## config.mk

```make
export PLATFORM = sky130hd
export DESIGN_NAME = idx_pulse_shaper
export DESIGN_NICKNAME = d
export VERILOG_FILES = /design/src/rtl/idx_shaper_pkg.sv /design/src/rtl/idx_sync2.sv /design/src/rtl/idx_tick_gen.sv /design/src/rtl/idx_one_shot.sv /design/src/rtl/idx_pulse_shaper.sv
export SDC_FILE = /design/constraint.sdc
export NUM_CORES = 1
export LEC_CHECK = 0
export CORE_MARGIN = 10
export CORE_UTILIZATION = 45
export DETAILED_ROUTE_END_ITERATION = 7
export HOLD_SLACK_MARGIN = 0.12
export PLACE_DENSITY = 0.8
export SLEW_MARGIN = 15
export SYNTH_ARGS = -nofsm -noshare
export SYNTH_HDL_FRONTEND = slang
export SYNTH_SLANG_ARGS = --single-unit
export TNS_END_PERCENT = 20
```

## constraint.sdc

```tcl
create_clock -name clk -period 5.62 [get_ports clk]
set_clock_uncertainty 0.15 [all_clocks]
set_input_delay 1.686 -clock clk [delete_from_list [all_inputs] [get_ports clk]]
set_output_delay 1.686 -clock clk [all_outputs]
set_load 0.02 [all_outputs]
```

## src/rtl/idx_shaper_pkg.sv

```systemverilog
package idx_shaper_pkg;

    typedef enum logic [1:0] {
        PH_IDLE  = 2'd0,
        PH_DELAY = 2'd1,
        PH_HOLD  = 2'd2
    } phase_e;

endpackage

```

## src/rtl/idx_sync2.sv

```systemverilog
module idx_sync2 #(
    parameter int W = 1
) (
    input  logic         clk,
    input  logic         rst_n,
    input  logic [W-1:0] d_i,
    output logic [W-1:0] q_o
);

    typedef struct packed {
        logic [W-1:0] s1;
        logic [W-1:0] s2;
    } sync_t;

    sync_t st_d, st_q;

    always_comb begin
        st_d    = st_q;
        st_d.s1 = d_i;
        st_d.s2 = st_q.s1;
    end

    always_ff @(posedge clk or negedge rst_n) begin
        if (!rst_n) st_q <= '0;
        else        st_q <= st_d;
    end

    assign q_o = st_q.s2;

endmodule

```

## src/rtl/idx_tick_gen.sv

```systemverilog
module idx_tick_gen #(
    parameter int DIV = 5,
    localparam int DW = (DIV > 1) ? $clog2(DIV) : 1
) (
    input  logic          clk,
    input  logic          rst_n,
    input  logic          run_i,
    input  logic          clear_i,
    output logic          tick_o,
    output logic [DW-1:0] cnt_o
);

    localparam logic [DW-1:0] LAST = DW'(DIV - 1);

    typedef struct packed {
        logic [DW-1:0] cnt;
    } div_t;

    div_t st_d, st_q;

    always_comb begin
        st_d = st_q;
        if (clear_i) begin
            st_d.cnt = '0;
        end else if (run_i) begin
            if (st_q.cnt == LAST) st_d.cnt = '0;
            else                  st_d.cnt = st_q.cnt + 1'b1;
        end
    end

    always_ff @(posedge clk or negedge rst_n) begin
        if (!rst_n) st_q <= '0;
        else        st_q <= st_d;
    end

    assign tick_o = run_i && !clear_i && (st_q.cnt == LAST);
    assign cnt_o  = st_q.cnt;

endmodule

```

## src/rtl/idx_one_shot.sv

```systemverilog
module idx_one_shot
    import idx_shaper_pkg::*;
#(
    parameter int CW = 8
) (
    input  logic          clk,
    input  logic          rst_n,
    input  logic          fire_i,
    input  logic          tick_i,
    input  logic [CW-1:0] low_n_i,
    input  logic [CW-1:0] high_n_i,
    output logic          restart_o,
    output logic          pulse_o,
    output phase_e        phase_o
);

    typedef struct packed {
        phase_e        ph;
        logic [CW-1:0] cnt;
        logic          pulse;
    } shot_t;

    shot_t st_d, st_q;

    function automatic logic [CW-1:0] at_least_one(input logic [CW-1:0] v);
        return (v == '0) ? CW'(1) : v;
    endfunction

    always_comb begin
        st_d      = st_q;
        restart_o = 1'b0;
        case (st_q.ph)
            PH_IDLE: begin
                if (fire_i) begin
                    st_d.ph   = PH_DELAY;
                    st_d.cnt  = at_least_one(low_n_i);
                    restart_o = 1'b1;
                end
            end
            PH_DELAY: begin
                if (fire_i) begin
                    st_d.cnt  = at_least_one(low_n_i);
                    restart_o = 1'b1;
                end else if (tick_i) begin
                    if (st_q.cnt <= CW'(1)) begin
                        st_d.ph    = PH_HOLD;
                        st_d.cnt   = at_least_one(high_n_i);
                        st_d.pulse = 1'b1;
                    end else begin
                        st_d.cnt = st_q.cnt - 1'b1;
                    end
                end
            end
            PH_HOLD: begin
                if (tick_i) begin
                    if (st_q.cnt <= CW'(1)) begin
                        st_d.ph    = PH_IDLE;
                        st_d.cnt   = '0;
                        st_d.pulse = 1'b0;
                    end else begin
                        st_d.cnt = st_q.cnt - 1'b1;
                    end
                end
            end
            default: begin
                st_d.ph    = PH_IDLE;
                st_d.cnt   = '0;
                st_d.pulse = 1'b0;
            end
        endcase
    end

    always_ff @(posedge clk or negedge rst_n) begin
        if (!rst_n) begin
            st_q.ph    <= PH_IDLE;
            st_q.cnt   <= '0;
            st_q.pulse <= 1'b0;
        end else begin
            st_q <= st_d;
        end
    end

    assign pulse_o = st_q.pulse;
    assign phase_o = st_q.ph;

endmodule

```

## src/rtl/idx_pulse_shaper.sv

```systemverilog
module idx_pulse_shaper
    import idx_shaper_pkg::*;
#(
    parameter int DIV = 5,
    parameter int CW  = 8
) (
    input  logic          clk,
    input  logic          rst_n,
    input  logic          req_i,
    input  logic          event_i,
    input  logic          pause_lvl_i,
    input  logic [CW-1:0] low_ticks_i,
    input  logic [CW-1:0] high_ticks_i,
    output logic          index_o
);

    localparam int DIV_W = (DIV > 1) ? $clog2(DIV) : 1;

    typedef struct packed {
        logic req_prev;
    } edge_t;

    logic [1:0]       raw_in;
    logic [1:0]       sync_out;
    logic             req_s;
    logic             evt_s;
    logic             paused;
    logic             rise;
    logic             tick_w;
    logic             restart;
    logic [DIV_W-1:0] div_cnt;
    phase_e           phase;
    edge_t            ed_d, ed_q;

    assign raw_in = {event_i, req_i};

    idx_sync2 #(.W(2)) u_sync (
        .clk   (clk),
        .rst_n (rst_n),
        .d_i   (raw_in),
        .q_o   (sync_out)
    );

    assign req_s  = sync_out[0];
    assign evt_s  = sync_out[1];
    assign paused = (evt_s == pause_lvl_i);

    always_comb begin
        ed_d          = ed_q;
        ed_d.req_prev = req_s;
    end

    always_ff @(posedge clk or negedge rst_n) begin
        if (!rst_n) ed_q <= '0;
        else        ed_q <= ed_d;
    end

    assign rise = req_s && !ed_q.req_prev;

    idx_tick_gen #(.DIV(DIV)) u_tick (
        .clk     (clk),
        .rst_n   (rst_n),
        .run_i   (!paused),
        .clear_i (restart),
        .tick_o  (tick_w),
        .cnt_o   (div_cnt)
    );

    idx_one_shot #(.CW(CW)) u_shot (
        .clk       (clk),
        .rst_n     (rst_n),
        .fire_i    (rise),
        .tick_i    (tick_w),
        .low_n_i   (low_ticks_i),
        .high_n_i  (high_ticks_i),
        .restart_o (restart),
        .pulse_o   (index_o),
        .phase_o   (phase)
    );

endmodule

```

After elaboration in Yosys (flattened, before gate mapping):

Cells that the tools add are included.

* reduce and logical (&&, ||, !) cells: 13
* magnitude comparators: 1
* bitwise gates (word level): 1
* $add $sub $neg: 2
* equality and inequality tests: 12
* mux-type cells: 21

Operators by type and width (number)
* two-way mux 8 bit: 5
* one-hot mux 10 bit (3 select lines): 1
* two-way mux 11 bit: 2
* logical NOT 8 bit: 2
* AND reduction 6 bit: 2
* two-way mux 10 bit: 1
* two-way mux 3 bit: 3
* less-or-equal comparator 8 x 1 -> 1 bit (second input constant): 1
* != test 2 bit (second input constant): 4
* subtractor 8 x 1 -> 8 bit (second input constant): 1
* two-way mux 2 bit: 3
* != test 2 x 1 -> 1 bit (second input constant): 3
* two-way mux 1 bit: 5
* adder 3 x 1 -> 3 bit (second input constant): 1
* == test 3 bit (second input constant): 1
* logical AND 1 bit: 3
* logical NOT 1 bit: 3
* != test 3 bit (second input constant): 1
* one-hot mux 1 bit (3 select lines): 1
* AND reduction 3 bit: 1
* == test 2 x 1 -> 1 bit (second input constant): 1
* == test 2 bit (second input constant): 1
* logical NOT 2 bit: 1
* OR reduction 2 bit: 1
* other kinds (2): 2

* output and inout port bits: 1
* bits in registers: 19

Depth between registers and ports, before layout:

* depth after elaboration: 10
* gate-level depth with buffers: 8
* mapped depth without buffers: 7

Hierarchy:

A second synthesis with hierarchy kept.

* cell total of the unflattened synthesis: 151
* area, all modules: 1330.0 sq um

By module, submodules not included
* idx_one_shot: area an instance 1013.5 sq um, cells each 126, times used 1
* idx_tick_gen: area an instance 176.4 sq um, cells each 18, times used 1
* idx_sync2: area an instance 100.1 sq um, cells each 4, times used 1
* idx_pulse_shaper: area an instance 40.0 sq um, cells each 3, times used 1

Least setup slack after synthesis:

OpenSTA, ideal clock, no wires.

* path type: input to register
* start: input port pause_lvl_i
* end: register u_shot.st_q[3] (netlist bit)
* slack: 2.501 ns
* data arrival time: 2.840 ns
* buffers on the path: 0
* stages: 5
* cells stage by stage: xor2_1 nand3_1 a22o_1 o21ai_0 o21ai_0

* longest elaborated chain between the ends: 6
* elaborated cells between the ends (all ways): 7
* classes of those cells: 3 x eq/ne; 4 x reduce/logical

Ends and longest elaborated chain
* start, declared: RTL line idx_pulse_shaper.sv:11 `input logic pause_lvl_i,`
* == test 1 bit *: RTL line idx_pulse_shaper.sv:46 `assign paused = (evt_s == pause_lvl_i);`
* logical NOT 1 bit *: RTL line idx_pulse_shaper.sv:63 `.run_i (!paused),`
* logical AND 1 bit * (2 in series): RTL line idx_tick_gen.sv:36 `assign tick_o = run_i && !clear_i && (st_q.cnt == LAST);`
* != test 3 bit (no source line) or != test 2 bit (tied branches)
* AND reduction 3 bit (no source line) *
* end signal, assigned: RTL line idx_one_shot.sv:79 `st_q <= st_d;`
* end, declared: RTL line idx_one_shot.sv:23 `shot_t st_d, st_q;`

Mark *: on every way between the ends. The rest lies on a longest branch, timed or not.
A chain may end at the register's enable or synchronous reset.

Worst setup path in the final report:

Same ends and word-level chain as after synthesis.

==> metrics.md <==
| Metric | Value |
|---|---|
| Status | `complete, no violations` |
| Drt first-iter violations | `105` |
| Critical path buffer and inverter count | `2` |
| Min Tclk post-route | `approximately 3.5 ns` |
| Synth top area share | `37.1%` |
| Post-DRT Antenna Nets | `0` |
| Slowest cell on crit path | `xor2_1` |
| Crit path cell chain | `clkdlybuf4s50_1 -> xor2_1 -> nand3_1 -> o22ai_1 -> inv_1 -> o21ai_0` |
| Period Utilization, post-route | `62.9%` |
| CTS buffer count | `3` |
| Post-Synthesis Cells | `146` |
| Sequential power share | `38.4%` |
| Warnings, synthesis | `0` |
| Layout cells sized above 1 | `~7.2%` |
| Port Buffers | `21` |
| Total gr overflow | `0` |
| Core area | `0.00273 mm²` |
| Post-Syn Nets | `171` |
| Vias in the first global route | `1,201` |
| CP Depth | `6` |
| Hold depth | `0` |
| Synthesis-stage register bit count | `19` |
| Sw frac | `approximately 42%` |
| Logic pwr share | `between 40% and 50%` |
| FMAX | `~0.28 GHz` |
| Crit path largest cell delay | `roughly 0.50 ns` |
| CTS max path bufs | `2` |
| Wirelength per Cell | `approximately 18 µm` |
| Die H | `73.3 µm` |
| Cts hold-fix bufs | `0` |
| Synth cell types | `47` |
| Root buf cell | `clkbuf_4` |
| Horiz. Die Dim | `73.3 µm` |
| DRC | `0` |
| Leakage Power | `0.000610 µW` |
| Hold WS | `0.212 ns` |
| Row count | `19` |
| CP Data Arrival Time | `around 3.6 ns` |
| Post-DR vias/cell | `6.31` |
| Initial antenna violation count | `0` |
| Worst-margin pin slew | `1.17 ns` |
| GR Util All Layers | `13.1%` |
| Asr flop ratio synth | `between 90% and 100%` |
| Wirelength, routed | `3450 µm` |
| 1st-pass router iterations | `4` |
| Slew Viols, Final | `0` |
| Largest net degree at the start of global routing | `20` |
| CP Launch Type | `input pin` |
| Area grow syn2layout | `19.4%` |
| Worst setup EP type | `register` |
| Overall power | `585 µW` |
| Worst Path Required | `5.69 ns` |
| Sw Pwr | `between 200 and 250 µW` |
| TritonCTS clock tree | `done` |
| Min-Delay Path Class | `reg2reg` |
| First-pass GRT wire length | `~5700 µm` |
| Diode count | `0` |
| Seq/Total Area, Yosys | `37.1%` |
| Top_reg_cell synth | `dfrtp_1` |
| PostCTS Resize Cnt | `0` |
| Top cells by area, synth | `dfrtp_1 37%, o21ai_0 4.7%, a21oi_1 4.3%` |
| Total negative slack | `0 ns` |
| Setup Buffers After CTS | `0` |
| GPL Wtd Cong | `0.867` |
| Internal | `337 µW` |
| Power Density | `about 380 mW/mm²` |
| Area leader, netlist | `dfrtp_1` |
| RSZ-0062 raised after global routing | `false` |
| Clk sinks | `19` |
| Io pins | `22` |
| Clock power frac | `11.9%` |
| Post-Syn Area per Cell | `approximately 8.8 µm²` |
| Delay-heaviest family, CP | `compound AO/OA/AOI/OAI gates` |
| R2R cell count | `5` |
| Number of enable flip-flop cells after synthesis | `0` |
| Initial core utilization | `between 40% and 50%` |
| Fin nets | `192` |
| H-tree depth | `1` |
| Max-Cap Viols | `0` |
| Worst skew pair latency | `0.31 ns` |
| DP HPWL | `2650 µm` |
| Peak supply drop | `just under 0.3 mV` |
| Max_slew headroom | `a little over a fifth` |
| Hold Vio Cnt, Final | `0` |
| Crit path kind | `in2reg` |
| Final setup viols | `0` |
| Cell area after synthesis | `0.00128 mm²` |
| DIE AREA | `0.00538 mm²` |
| Clock transition at the registers of the reported paths | `0.10 ns` |
| Total number of vias | `~1,200` |
| Crit path max fanout | `10` |
final cells by class:
| cell class | count | area (µm²) |
|---|---|---|
| well taps | 31 | 38.8 |
| multi-input cells | 112 | 739 |
| clock buffers | 4 | 26.3 |
| flip-flops and latches | 19 | 475 |
| repair buffers | 21 | 210 |
| fillers | 254 | 1210 |
| inverters | 10 | 37.5 |
worst register-to-register path: stages (launching register included):
cell     delay, ns
dfrtp_1       0.44
or4_1         0.67
nor4_2        0.66
a32oi_1       0.23
o31a_1        0.17
o21ai_0       0.16
path summary, 6_finish.rpt:
kind                                       end      startpoint  slack (ns)
worst max-delay path            u_shot.st_q[3]     pause_lvl_i        2.09
worst min-delay path             u_sync.q_o[1]  u_sync.st_d[1]        0.21
worst max register to register  u_shot.st_q[3]  u_shot.st_q[5]        3.05
worst min register to register   u_sync.q_o[1]  u_sync.st_d[1]        0.21
max in group asynchronous       u_shot.st_q[6]           rst_n        3.11
min in group asynchronous       u_shot.st_q[1]           rst_n        1.70
logic make-up (layout without fill, tap and decap cells):
kind of cell               count (synthesis)  in the layout  share of synthesized area (%)
xor gates and xnor gates                   3              3                           2.05
muxes                                      1              1                          0.880
AOI/OAI and AO/OA                         53             53                           29.2
adders and majority gates                  4              4                           3.91
buffers and inverters                     15             35                           5.08
and+or+nand+nor                           51             51                           21.7
DFF                                       19             19                           37.1
cells in the mapped netlist, drive strengths merged, types with 2 or more instances:
master / count
nor3: 4
buf: 2
o21ai: 15
and3: 4
inv: 10
xor2: 2
nand2: 9
clkbuf: 3
o221ai: 3
nand2b: 2
or4: 5
nand3: 2
nor3b: 2
a22o: 5
nor2b: 2
nor2: 15
a32oi: 3
ha: 4
nor4: 4
o22ai: 2
a21oi: 11
dfrtp: 19
o211ai: 2
a41oi: 2
metrics by stage:
step	utilization (%)	std cells	area (µm²)	setup slack (ns)
after global routing	55.9	197	1530	1.89
after CTS	55.9	197	1530	2.10
after floorplan	-	146	1280	2.50
after detailed placement	54.9	193	1500	1.78
final	55.9	197	1530	2.09
after global placement	54.9	193	1500	1.92
metal layers:
layer,track usage [%],vias up,part of all wire (%)
met5,0,-,0
met2,21.0,38,47
met1,16.7,600,47
met4,6.00,0,2.0
met3,2.42,9,4.5
li1,-,596,-
flip-flops by register name (all words and copies together), names as in the netlist:
signal          cells
u_shot.phase_o      2
ed_q                1
u_shot.pulse_o      1
u_shot.st_q         8
u_sync.st_d         2
u_tick.cnt_o        3
u_sync.q_o          2
cell usage in the layout (no fill, tap or decap), types with 2 or more instances in the layout:
| cell type | instances |
|---|---|
| clkdlybuf4s50_1 | 21 |
| dfrtp_1 | 19 |
| nor2_1 | 14 |
| o21ai_0 | 12 |
| a21oi_1 | 11 |
| inv_1 | 10 |
| nand2_1 | 9 |
| a22o_1 | 5 |
| or4_1 | 4 |
| nor3_1 | 4 |
| ha_1 | 4 |
| and3_1 | 3 |
| a32oi_1 | 3 |
| nor4_1 | 3 |
| clkbuf_4 | 3 |
| xor2_1 | 2 |
| nand3_1 | 2 |
| nor2b_1 | 2 |
| a41oi_1 | 2 |
| o22ai_1 | 2 |
| nor3b_1 | 2 |
| nand2b_1 | 2 |
| o21ai_1 | 2 |
| o221ai_1 | 2 |
power groups by stage:
stage | sequential, µW | combinational (µW) | clock [µW]
final | 224 | 291 | 69.6
after detailed placement | 225 | 286 | 0
after global routing | 231 | 327 | 76.4
after global placement | 222 | 275 | 0
after floorplan | 212 | 224 | 0
after CTS | 223 | 289 | 72.1
No activity file was read; power rests on OpenSTA's default activity.
